## src/rtl/clk_prescaler_pkg.sv

```systemverilog
package clk_prescaler_pkg;

    localparam int MAX_K   = 8;                 // largest exponent code
    localparam int CODE_W  = 4;                 // width of the code field
    localparam int CNT_W   = MAX_K;             // counter spans the longest period
    localparam int RESET_K = 3;                 // factor 8 after reset

    typedef logic [CODE_W-1:0] code_t;
    typedef logic [CNT_W-1:0]  cnt_t;

    typedef struct packed {
        logic  valid;
        code_t k;
    } pend_t;

    // True when counter value c sits on a period boundary of 2^k.
    function automatic logic on_boundary(cnt_t c, code_t k);
        logic [CNT_W:0] one_hot;
        logic [CNT_W:0] low_mask;
        one_hot  = (CNT_W+1)'(1) << k;
        low_mask = one_hot - (CNT_W+1)'(1);
        return (c & low_mask[CNT_W-1:0]) == '0;
    endfunction

    function automatic code_t kmax(code_t a, code_t b);
        return (a > b) ? a : b;
    endfunction

endpackage

```

## src/rtl/prescale_counter.sv

```systemverilog
module prescale_counter
    import clk_prescaler_pkg::*;
(
    input  logic clk_i,
    input  logic rst_i,
    output cnt_t cnt_o
);
    cnt_t cnt_q;

    always_ff @(posedge clk_i) begin
        if (rst_i) cnt_q <= '0;
        else       cnt_q <= cnt_q + cnt_t'(1);
    end

    assign cnt_o = cnt_q;
endmodule

```

## src/rtl/prescale_ctrl.sv

```systemverilog
module prescale_ctrl
    import clk_prescaler_pkg::*;
(
    input  logic  clk_i,
    input  logic  rst_i,
    input  logic  we_i,
    input  code_t code_i,
    input  cnt_t  cnt_i,
    output code_t cur_k_o,
    output code_t pend_k_o,
    output logic  busy_o
);
    code_t cur_q;
    pend_t pend_q;
    logic  wr_ok;
    logic  swap;

    assign wr_ok = we_i && (code_i <= code_t'(MAX_K));
    assign swap  = pend_q.valid && on_boundary(cnt_i, kmax(cur_q, pend_q.k));

    always_ff @(posedge clk_i) begin
        if (rst_i) begin
            cur_q  <= code_t'(RESET_K);
            pend_q <= '0;
        end else begin
            if (swap)
                cur_q <= pend_q.k;
            if (wr_ok)
                pend_q <= '{valid: 1'b1, k: code_i};
            else if (swap)
                pend_q.valid <= 1'b0;
        end
    end

    assign cur_k_o  = cur_q;
    assign pend_k_o = pend_q.k;
    assign busy_o   = pend_q.valid;
endmodule

```

## src/rtl/prescale_tick.sv

```systemverilog
module prescale_tick
    import clk_prescaler_pkg::*;
(
    input  logic  clk_i,
    input  logic  rst_i,
    input  cnt_t  cnt_i,
    input  code_t cur_k_i,
    output logic  tick_o
);
    logic tick_q;

    always_ff @(posedge clk_i) begin
        if (rst_i) tick_q <= 1'b0;
        else       tick_q <= on_boundary(cnt_i, cur_k_i);
    end

    assign tick_o = tick_q;
endmodule

```

## src/rtl/clk_prescaler.sv

```systemverilog
module clk_prescaler
    import clk_prescaler_pkg::*;
(
    input  logic        clk_i,
    input  logic        rst_i,
    input  logic        div_we_i,
    input  logic [3:0]  div_code_i,
    output logic        clk_en_o,
    output logic        busy_o
);
    cnt_t  cnt;
    code_t cur_k;
    code_t pend_k;

    prescale_counter u_cnt (
        .clk_i (clk_i),
        .rst_i (rst_i),
        .cnt_o (cnt)
    );

    prescale_ctrl u_ctrl (
        .clk_i    (clk_i),
        .rst_i    (rst_i),
        .we_i     (div_we_i),
        .code_i   (div_code_i),
        .cnt_i    (cnt),
        .cur_k_o  (cur_k),
        .pend_k_o (pend_k),
        .busy_o   (busy_o)
    );

    prescale_tick u_tick (
        .clk_i   (clk_i),
        .rst_i   (rst_i),
        .cnt_i   (cnt),
        .cur_k_i (cur_k),
        .tick_o  (clk_en_o)
    );
endmodule

```

## config.mk

```make
export PLATFORM = sky130hd
export DESIGN_NAME = clk_prescaler
export DESIGN_NICKNAME = d
export VERILOG_FILES = /design/src/rtl/clk_prescaler_pkg.sv /design/src/rtl/prescale_counter.sv /design/src/rtl/prescale_ctrl.sv /design/src/rtl/prescale_tick.sv /design/src/rtl/clk_prescaler.sv
export SDC_FILE = /design/constraint.sdc
export NUM_CORES = 1
export LEC_CHECK = 0
export BUFFER_PORTS_ARGS = -buffer_cell sky130_fd_sc_hd__buf_2
export CAP_MARGIN = 20
export CORE_AREA = 2 2 86 72
export CTS_CLUSTER_DIAMETER = 80
export DETAILED_ROUTE_END_ITERATION = 6
export DIE_AREA = 0 0 88 74
export GPL_ROUTABILITY_DRIVEN = 0
export PLACE_DENSITY = 0.47
export SYNTH_ARGS = -nofsm -noshare
export SYNTH_HDL_FRONTEND = slang
export SYNTH_HIERARCHICAL = 1
export SYNTH_SLANG_ARGS = --single-unit
```

## constraint.sdc

```tcl
create_clock -name clk_i -period 3.7 [get_ports clk_i]
set_clock_uncertainty 0.1 [all_clocks]
set_input_delay 0.37 -clock clk_i [delete_from_list [all_inputs] [get_ports clk_i]]
set_output_delay 0.37 -clock clk_i [all_outputs]
set_load 0.03 [all_outputs]
```

**Yosys cells after proc, flatten, opt, wreduce, memory -nomap -nowiden**

Cells that the tools add are included.

- Register bits after elaboration: 18
- Input bits: 7
- Output and inout port bits: 2
- Logic and storage cells: 22

- Add/sub/neg operators: 3
- $lt $le $gt $ge: 2
- Shift operators: 2
- Mux-type cells: 3
- Bitwise gates (word level): 2
- Reductions and logical operators: 5

Operators with widths:

| kind | number |
|---|---|
| $and 8x8->8 | 2 |
| $logic_not 8->1 | 2 |
| $shl 1x4->8 const A | 2 |
| $sub 8x1->8 const B | 2 |
| $add 8x1->8 const B | 1 |
| $gt 4x4->1 | 1 |
| $le 4x4->1 const B | 1 |
| $mux 4 | 1 |
| $logic_and 1x1->1 | 2 |
| $mux 1 | 2 |
| $reduce_bool 2->1 | 1 |

**Longest topological paths before layout**

Gate-level depths: netlist of the first run.

- Depth in word-level cells: 9
- Gate-level depth with buffers: 15
- Mapped depth without buffers: 14

**By module**

Netlist of the first run, hierarchy kept.

Modules (own cells, without submodules):

| module | times used | cells each | area each (um^2) | sequential area each (um^2) |
|---|---|---|---|---|
| prescale_ctrl | 1 | 112 | 894.6 | 180.2 |
| prescale_counter | 1 | 33 | 304.0 | 160.2 |
| prescale_tick | 1 | 21 | 167.7 | 20.0 |

**Worst setup path before layout of the first run**

Ideal clock, no wire load.

- Kind: register to register
- From: register u_ctrl.pend_q (netlist bit u_ctrl/pend_k_o[3])
- To: register u_ctrl.cur_q[0] (netlist: u_ctrl/cur_k_o[0])
- Library setup time: 72 ps
- Data arrival time: 3202 ps
- Required time: 3528 ps
- Path slack: 327 ps
- Stages on the path, launching flop included: 16
- Buffers on the path: 3
- Period minus slack after synthesis: 3373 ps
- Path through: dfxtp_1 clkbuf_1 inv_1 ha_1 a21oi_2 a21o_1 buf_6 mux2i_1 ha_1 clkbuf_1 nor3_1 a21oi_1 nor3_1 a211o_1 nor4_4 mux2i_1

- Cells in the longest elaborated chain, start to end: 7

RTL lines:

| element | RTL line | source |
|---|---|---|
| start: declaration | prescale_ctrl.sv:14 | `pend_t pend_q;` |
| start signal: assignment | prescale_ctrl.sv:29 | `pend_q <= '{valid: 1'b1, k: code_i};` |
| $gt 4x4->1 | clk_prescaler_pkg.sv:26 | `return (a > b) ? a : b;` |
| $mux 4 (*) | clk_prescaler_pkg.sv:26 |  |
| $shl 1x4->8 (*) | clk_prescaler_pkg.sv:20 | `one_hot = (CNT_W+1)'(1) << k;` |
| $sub 8x1->8 (*) | clk_prescaler_pkg.sv:21 | `low_mask = one_hot - (CNT_W+1)'(1);` |
| $and 8x8->8 (*) | clk_prescaler_pkg.sv:22 | `return (c & low_mask[CNT_W-1:0]) == '0;` |
| $logic_not 8->1 (*) | clk_prescaler_pkg.sv:22 |  |
| $logic_and 1x1->1 (*) | prescale_ctrl.sv:19 | `assign swap = pend_q.valid && on_boundary(cnt_i, kmax(cur_q, pend_q.k));` |
| end signal: assignment | prescale_ctrl.sv:23 | `cur_q <= code_t'(RESET_K);` |
| end signal: assignment | prescale_ctrl.sv:27 | `cur_q <= pend_q.k;` |
| end: declaration | prescale_ctrl.sv:13 | `code_t cur_q;` |

Mark *: on every way between the ends. The rest lies on a longest branch, timed or not.
A chain may end at the register's enable or synchronous reset.

**Worst setup path after layout of the first run**

- From: register u_ctrl.pend_q (netlist bit u_ctrl/pend_k_o[1])
- To: register u_ctrl.cur_q[2] (netlist: u_ctrl/cur_k_o[2])

Same word-level chain as after synthesis.

==> flow_metrics.tcl, run 1 <==
set metrics [dict create \
    status "complete, no violations" \
    core_sq_mm 0.00566 \
    synth_nets 180 \
    grt_first_pass_wirelength_um 5980 \
    final_hold_viol_count 0 \
    synth_area_sq_mm 0.00137 \
    fin_util 0.278 \
    antenna_found_initial 0 \
    grt_use_total 0.117 \
    crit_arrival_ps 3410 \
    dieArea_sq_mm 0.00651 \
    clk_pin_slew_worst_paths_ps 70 \
    ant_nets 0 \
    io_buffers 8 \
    drtIter0Drc 88 \
    rsz0062_at_grt "false" \
    die_y_um 74 \
    reg2reg_to "u_ctrl/cur_k_o[2]" \
    r2r-start "u_ctrl/pend_k_o[1]" \
    drc 0 \
    ctsHoldBuffers 0 \
    io_pins 9 \
    fin_crit_sh 0.900 \
    areaGrowthSynthToFinish_pct 15.0 \
    postCtsSetupRepairBufs 0 \
    htree_levels 1 \
    num_rows 25 \
    peakVddDrop_mv 0.194 \
    crit_fanout 9 \
    synth_warnings 6 \
    yosysSeqAreaShare 0.264 \
    cp.required_ps 3780 \
    critical_path.cell_chain "inv_1, ha_1, nor2b_4, o211ai_4, a21oi_2, nor4b_1, a41oi_1, ha_1, nor3_1, a21oi_1, o32ai_1, a211o_1, nor4_4, mux2i_1" \
    setup_viol 0 \
    synth_edf_count 0 \
    setup.worst_path.class "flop to flop" \
    clk_latency_ps 250 \
    cp_slowest_cell "nor4_4" \
    slew_viol_final 0 \
    setup_tns_ps 0 \
    drive_gt1_frac 0.176 \
    min_path_type "primary input to flop" \
    total_power_w 0.000487 \
    drt_pre_antenna_iters 4 \
    reg2reg_slack_ps 370 \
    die_w_um 88 \
    final_common_cell "dfxtp_1" \
    cellLeakagePower_nw 0.566 \
    cts-buffers-inserted 3 \
    avgViaCountPerCell 4.88 \
    critPathMaxStageDelay_ps 430 \
    wl_per_cell_um 13.4 \
    fillCellCount 612 \
    ys.flop_type "dfxtp_1" \
    cap_violations 0 \
    cellPowerDensity_mw_per_mm2 310 \
    grt_max_degree 23 \
    drt_wl_total_um 3450 \
    cts_tree "yes" \
    root_buffer "clkbuf_8" \
    vias 1254 \
    layout_common_cells "dfxtp_1 (18), nor2_1 (17), a21oi_1 (14), inv_1 (10), nor3_1 (10)" \
    slew_headroom 0.582 \
    hold_path_depth 3 \
    worst_setup_path_start_kind "flop" \
    min_from "div_code_i[2]" \
    synth-async-reset-ratio 0 \
    worst_pin_slew_ps 625 \
    r2r_cells 14 \
    cp_common_cell "ha_1" \
    ys_ff_latch 18 \
    initial_core_util 0.241 \
    max_freq_mhz 300 \
    overflow 0 \
    cp-end-kind "flop" \
    nets 192 \
    grt_pass1_vias 1158 \
    holdPathEnd "u_ctrl/pend_k_o[2]" \
    cts_resized 0 \
    yosys.cell_types.count 50 \
    num_antenna_cells 0 \
    clock_sinks 18 \
    clk_path_buf_depth 2 \
    fin_crit_ps 3330 \
    dpl.hpwl_um 2530 \
    synthCells 166 \
    synth_area_per_cell_sq_um 8.23 \
]
[cell families after synthesis]
group / count (synthesis) / synth area share
xor gates and xnor gates: 4 / 0.0256
AOI/OAI and AO/OA: 43 / 0.234
buffers and inverters: 20 / 0.0604
adders and majority gates: 7 / 0.0641
DFF: 18 / 0.264
muxes: 11 / 0.0824
and+or+nand+nor: 63 / 0.269
[layer usage]
metal | up-vias | routed length (um) | global-route usage
li1 | 645 | - | -
met1 | 577 | 1900 | 0.181
met2 | 25 | 1410 | 0.162
met3 | 7 | 89 | 0.0155
met4 | 0 | 59 | 0.0496
met5 | - | 0 | 0
[synth_stat cells, types with 2 or more instances]
| library cell | n | area share |
|---|---|---|
| nand2_1 | 4 | 0.011 |
| o211ai_1 | 2 | 0.011 |
| mux2i_1 | 9 | 0.066 |
| nor3_1 | 10 | 0.037 |
| nor2b_1 | 2 | 0.0092 |
| ha_1 | 7 | 0.064 |
| nor2_1 | 17 | 0.047 |
| nand3_1 | 5 | 0.018 |
| inv_1 | 10 | 0.027 |
| a211oi_1 | 3 | 0.016 |
| mux2_2 | 2 | 0.016 |
| nor4_1 | 2 | 0.0092 |
| nand2b_1 | 6 | 0.027 |
| xor2_1 | 2 | 0.013 |
| o32ai_1 | 2 | 0.013 |
| o221ai_1 | 2 | 0.013 |
| dfxtp_1 | 18 | 0.26 |
| or3_1 | 3 | 0.014 |
| nand4_1 | 2 | 0.0092 |
| xnor2_1 | 2 | 0.013 |
| or4b_1 | 2 | 0.015 |
| nor4b_1 | 2 | 0.013 |
| a21oi_2 | 2 | 0.013 |
| clkbuf_1 | 9 | 0.025 |
| o21ai_0 | 3 | 0.011 |
| a21oi_1 | 14 | 0.051 |
[where the power goes]
group / internal [W] / switching (W)
sequential: 0.000203 / 0.00000863
clock: 0.0000723 / 0.0000642
combinational: 0.0000606 / 0.0000784
[final cells by class]
cell class	instances	area [sq um]	area share
Clock buffer	3	41.3	0.0263
Inverter	10	37.5	0.0239
Multi-Input combinational cell	128	923	0.588
Sequential cell	18	360	0.229
Tap cell	81	101	0.0645
Timing Repair Buffer	17	108	0.0685
[registers in the layout, indices dropped and copies added, names as in the netlist]
signal and flops:
u_cnt/cnt_o 8, u_ctrl/pend_k_o 4, u_ctrl/cur_k_o 4, u_tick/tick_o 1
u_ctrl/busy_o 1
[worst max-delay path, delay by kind of cell, from the launching register on]
| kind | cells | cell delay [ps] |
|---|---|---|
| flops | 1 | 340 |
| simple gates | 4 | 760 |
| mux | 1 | 240 |
| buf+inv | 1 | 80 |
| fa+ha+maj | 2 | 670 |
| compound gates | 6 | 1080 |
[how the worst max path moves through the flow]
stage / start / to
2_1_floorplan: u_ctrl/pend_k_o[3] / u_ctrl/cur_k_o[0]
3_3_place_gp: u_ctrl/pend_k_o[1] / u_ctrl/cur_k_o[0]
3_5_place_dp: u_ctrl/pend_k_o[1] / u_ctrl/cur_k_o[2]
4_1_cts: u_ctrl/pend_k_o[1] / u_ctrl/cur_k_o[2]
5_1_grt: u_ctrl/pend_k_o[1] / u_ctrl/cur_k_o[2]
6_report: u_ctrl/pend_k_o[1] / u_ctrl/cur_k_o[2]
[per-stage QoR]
| stage | hold WS [ps] | std cells | area (sq um) | worst slack, ps |
|---|---|---|---|---|
| 3_5_place_dp | 420 | 254 | 1530 | 428 |
| 4_1_cts | 284 | 257 | 1570 | 411 |
| 3_3_place_gp | 417 | 254 | 1530 | 461 |
| 5_1_grt | 291 | 257 | 1570 | 88.7 |
| 2_1_floorplan | 349 | 166 | 1370 | 327 |
| 6_report | 280 | 257 | 1570 | 371 |
Power figures use the tool's default switching activity.
==> inputs of run 2 (changes only) <==
Settings changed: GPL_TIMING_DRIVEN set to 0.
==> flow_metrics.tcl, run 2 (synthesis results as in run 1) <==
set metrics [dict create \
    status "complete, no violations" \
    drt_wl_total_um 3530 \
    cp-end-kind "flop" \
    fin_crit_ps 3480 \
    reg2reg_to "u_ctrl/cur_k_o[3]" \
    cellLeakagePower_nw 0.551 \
    hold_slack_ps 273 \
    num_antenna_cells 0 \
    route.met2.wl_um 1550 \
    r2r_cells 13 \
    num_rows 25 \
    areaGrowthSynthToFinish_pct 16.5 \
    setup_viol 0 \
    crit_arrival_ps 3560 \
    grt_max_degree 15 \
    io_buffers 8 \
    total_power_w 0.000500 \
    die_w_um 88 \
    grt_first_pass_wirelength_um 6090 \
    vias 1270 \
    dpl.hpwl_um 2610 \
    dieArea_sq_mm 0.00651 \
    cts_tree "yes" \
    slew_headroom 0.597 \
    worst_setup_path_start_kind "flop" \
    setup.worst_path.class "flop to flop" \
    min_path_type "primary input to flop" \
    nets 192 \
    ctsHoldBuffers 0 \
    min_from "div_code_i[2]" \
    cts-buffers-inserted 3 \
    crit_fanout 9 \
    peakVddDrop_mv 0.201 \
    met1_length_um 1820 \
    fin_crit_sh 0.940 \
    clk_latency_ps 260 \
    grt_use_total 0.120 \
    largest_reg_flops 8 \
    worst_pin_slew_ps 603 \
    core_sq_mm 0.00566 \
    drt_pre_antenna_iters 4 \
    drive_gt1_frac 0.182 \
    placed_area_sq_mm 0.00151 \
    fillCellCount 624 \
    reg2reg_slack_ps 220 \
    layout_common_cells "nor2_1 (17), a21oi_1 (14), dfxtp_1 (12), inv_1 (10), nor3_1 (10)" \
    overflow 0 \
    max_freq_mhz 288 \
    drc 0 \
    drtIter0Drc 99 \
    root_buffer "clkbuf_8" \
    grt_pass1_vias 1222 \
    cp.required_ps 3780 \
    antenna_found_initial 0 \
    routed.top_layer "met4" \
    fin_util 0.281 \
    final_hold_viol_count 0 \
    die_y_um 74 \
    hold_path_depth 3 \
    clock_sinks 18 \
    holdPathEnd "u_ctrl/pend_k_o[2]" \
    critPathLaunch "u_ctrl/pend_k_o[3]" \
    io_pins 9 \
    final_common_cell "nor2_1" \
    ant_nets 0 \
    initial_core_util 0.241 \
    htree_levels 1 \
    slew_viol_final 0 \
    wl_per_cell_um 13.7 \
    finalInstanceArea_sq_mm 0.00159 \
    rsz0062_at_grt "false" \
    avgViaCountPerCell 4.94 \
    cellPowerDensity_mw_per_mm2 314 \
    r2r-start "u_ctrl/pend_k_o[3]" \
    cap_violations 0 \
    setup_tns_ps 0 \
    clk_path_buf_depth 2 \
    met3_length_um 98 \
    clk_pin_slew_worst_paths_ps 60 \
]
[run 2: changes by cell type in the layout (fill, tap and decap cells not counted), moves of 2 or more]
cell | previous run | this run
dfxtp_1 | 18 | 12
a21oi_2 | 2 | 0
a21oi_4 | 0 | 2
clkbuf_1 | 0 | 6
buf_4 | 9 | 1
dfxtp_2 | 0 | 5
[run 2: report_power, final]
part	switching, W	internal (W)
logic	0.0000767	0.0000674
clock network	0.0000650	0.0000724
registers	0.0000157	0.000203
total	0.000157	0.000343
[run 2: cell type report]
class,instances,area (sq um),area share
multi-input combinational,128,947,0.595
sequential,18,370,0.233
tap,81,101,0.0637
timing repair buffer,10,60.1,0.0377
clock buffer,3,41.3,0.0259
inverter,10,37.5,0.0236
buffer,7,33.8,0.0212
[run 2: per-stage QoR]
step	worst slack [ps]	instances
floorplan	327	166
global placement	-164	255
detailed placement	-163	255
CTS	26.7	256
global route	50.8	257
finish	223	257
[run 2: how the worst max path moves through the flow]
| stage | end | cells past startpoint |
|---|---|---|
| after detailed placement | u_ctrl/cur_k_o[3] | 15 |
| final | u_ctrl/cur_k_o[3] | 13 |
| after global routing | u_ctrl/cur_k_o[3] | 14 |
| after floorplan | u_ctrl/cur_k_o[0] | 15 |
| after global placement | u_ctrl/cur_k_o[0] | 15 |
| after CTS | u_ctrl/cur_k_o[3] | 15 |
[run 2: what timing repair did]
item                       4_1_cts  5_1_grt
setup buffers                    0        2
setup endpoints to repair        4        5
gates resized for setup          2        9
hold endpoints to repair         0        0
pin swaps                        1        2
[run 2: per-layer routing]
metal | vias to the layer above | global-route usage
li1 | 644 | -
met1 | 598 | 0.179
met2 | 23 | 0.180
met4 | 0 | 0.0462
met3 | 5 | 0.00888
met5 | - | 0
[run 2: worst max-delay path: stages (launching register included)]
cell	delay, ps
dfxtp_2	440
inv_1	90
ha_1	420
and4_4	290
a21oi_4	60
nor4b_2	270
a41oi_1	90
ha_2	250
dlymetal6s2s_1	190
a21oi_1	160
nor3_1	60
a211o_1	330
nor4_4	430
mux2i_1	230
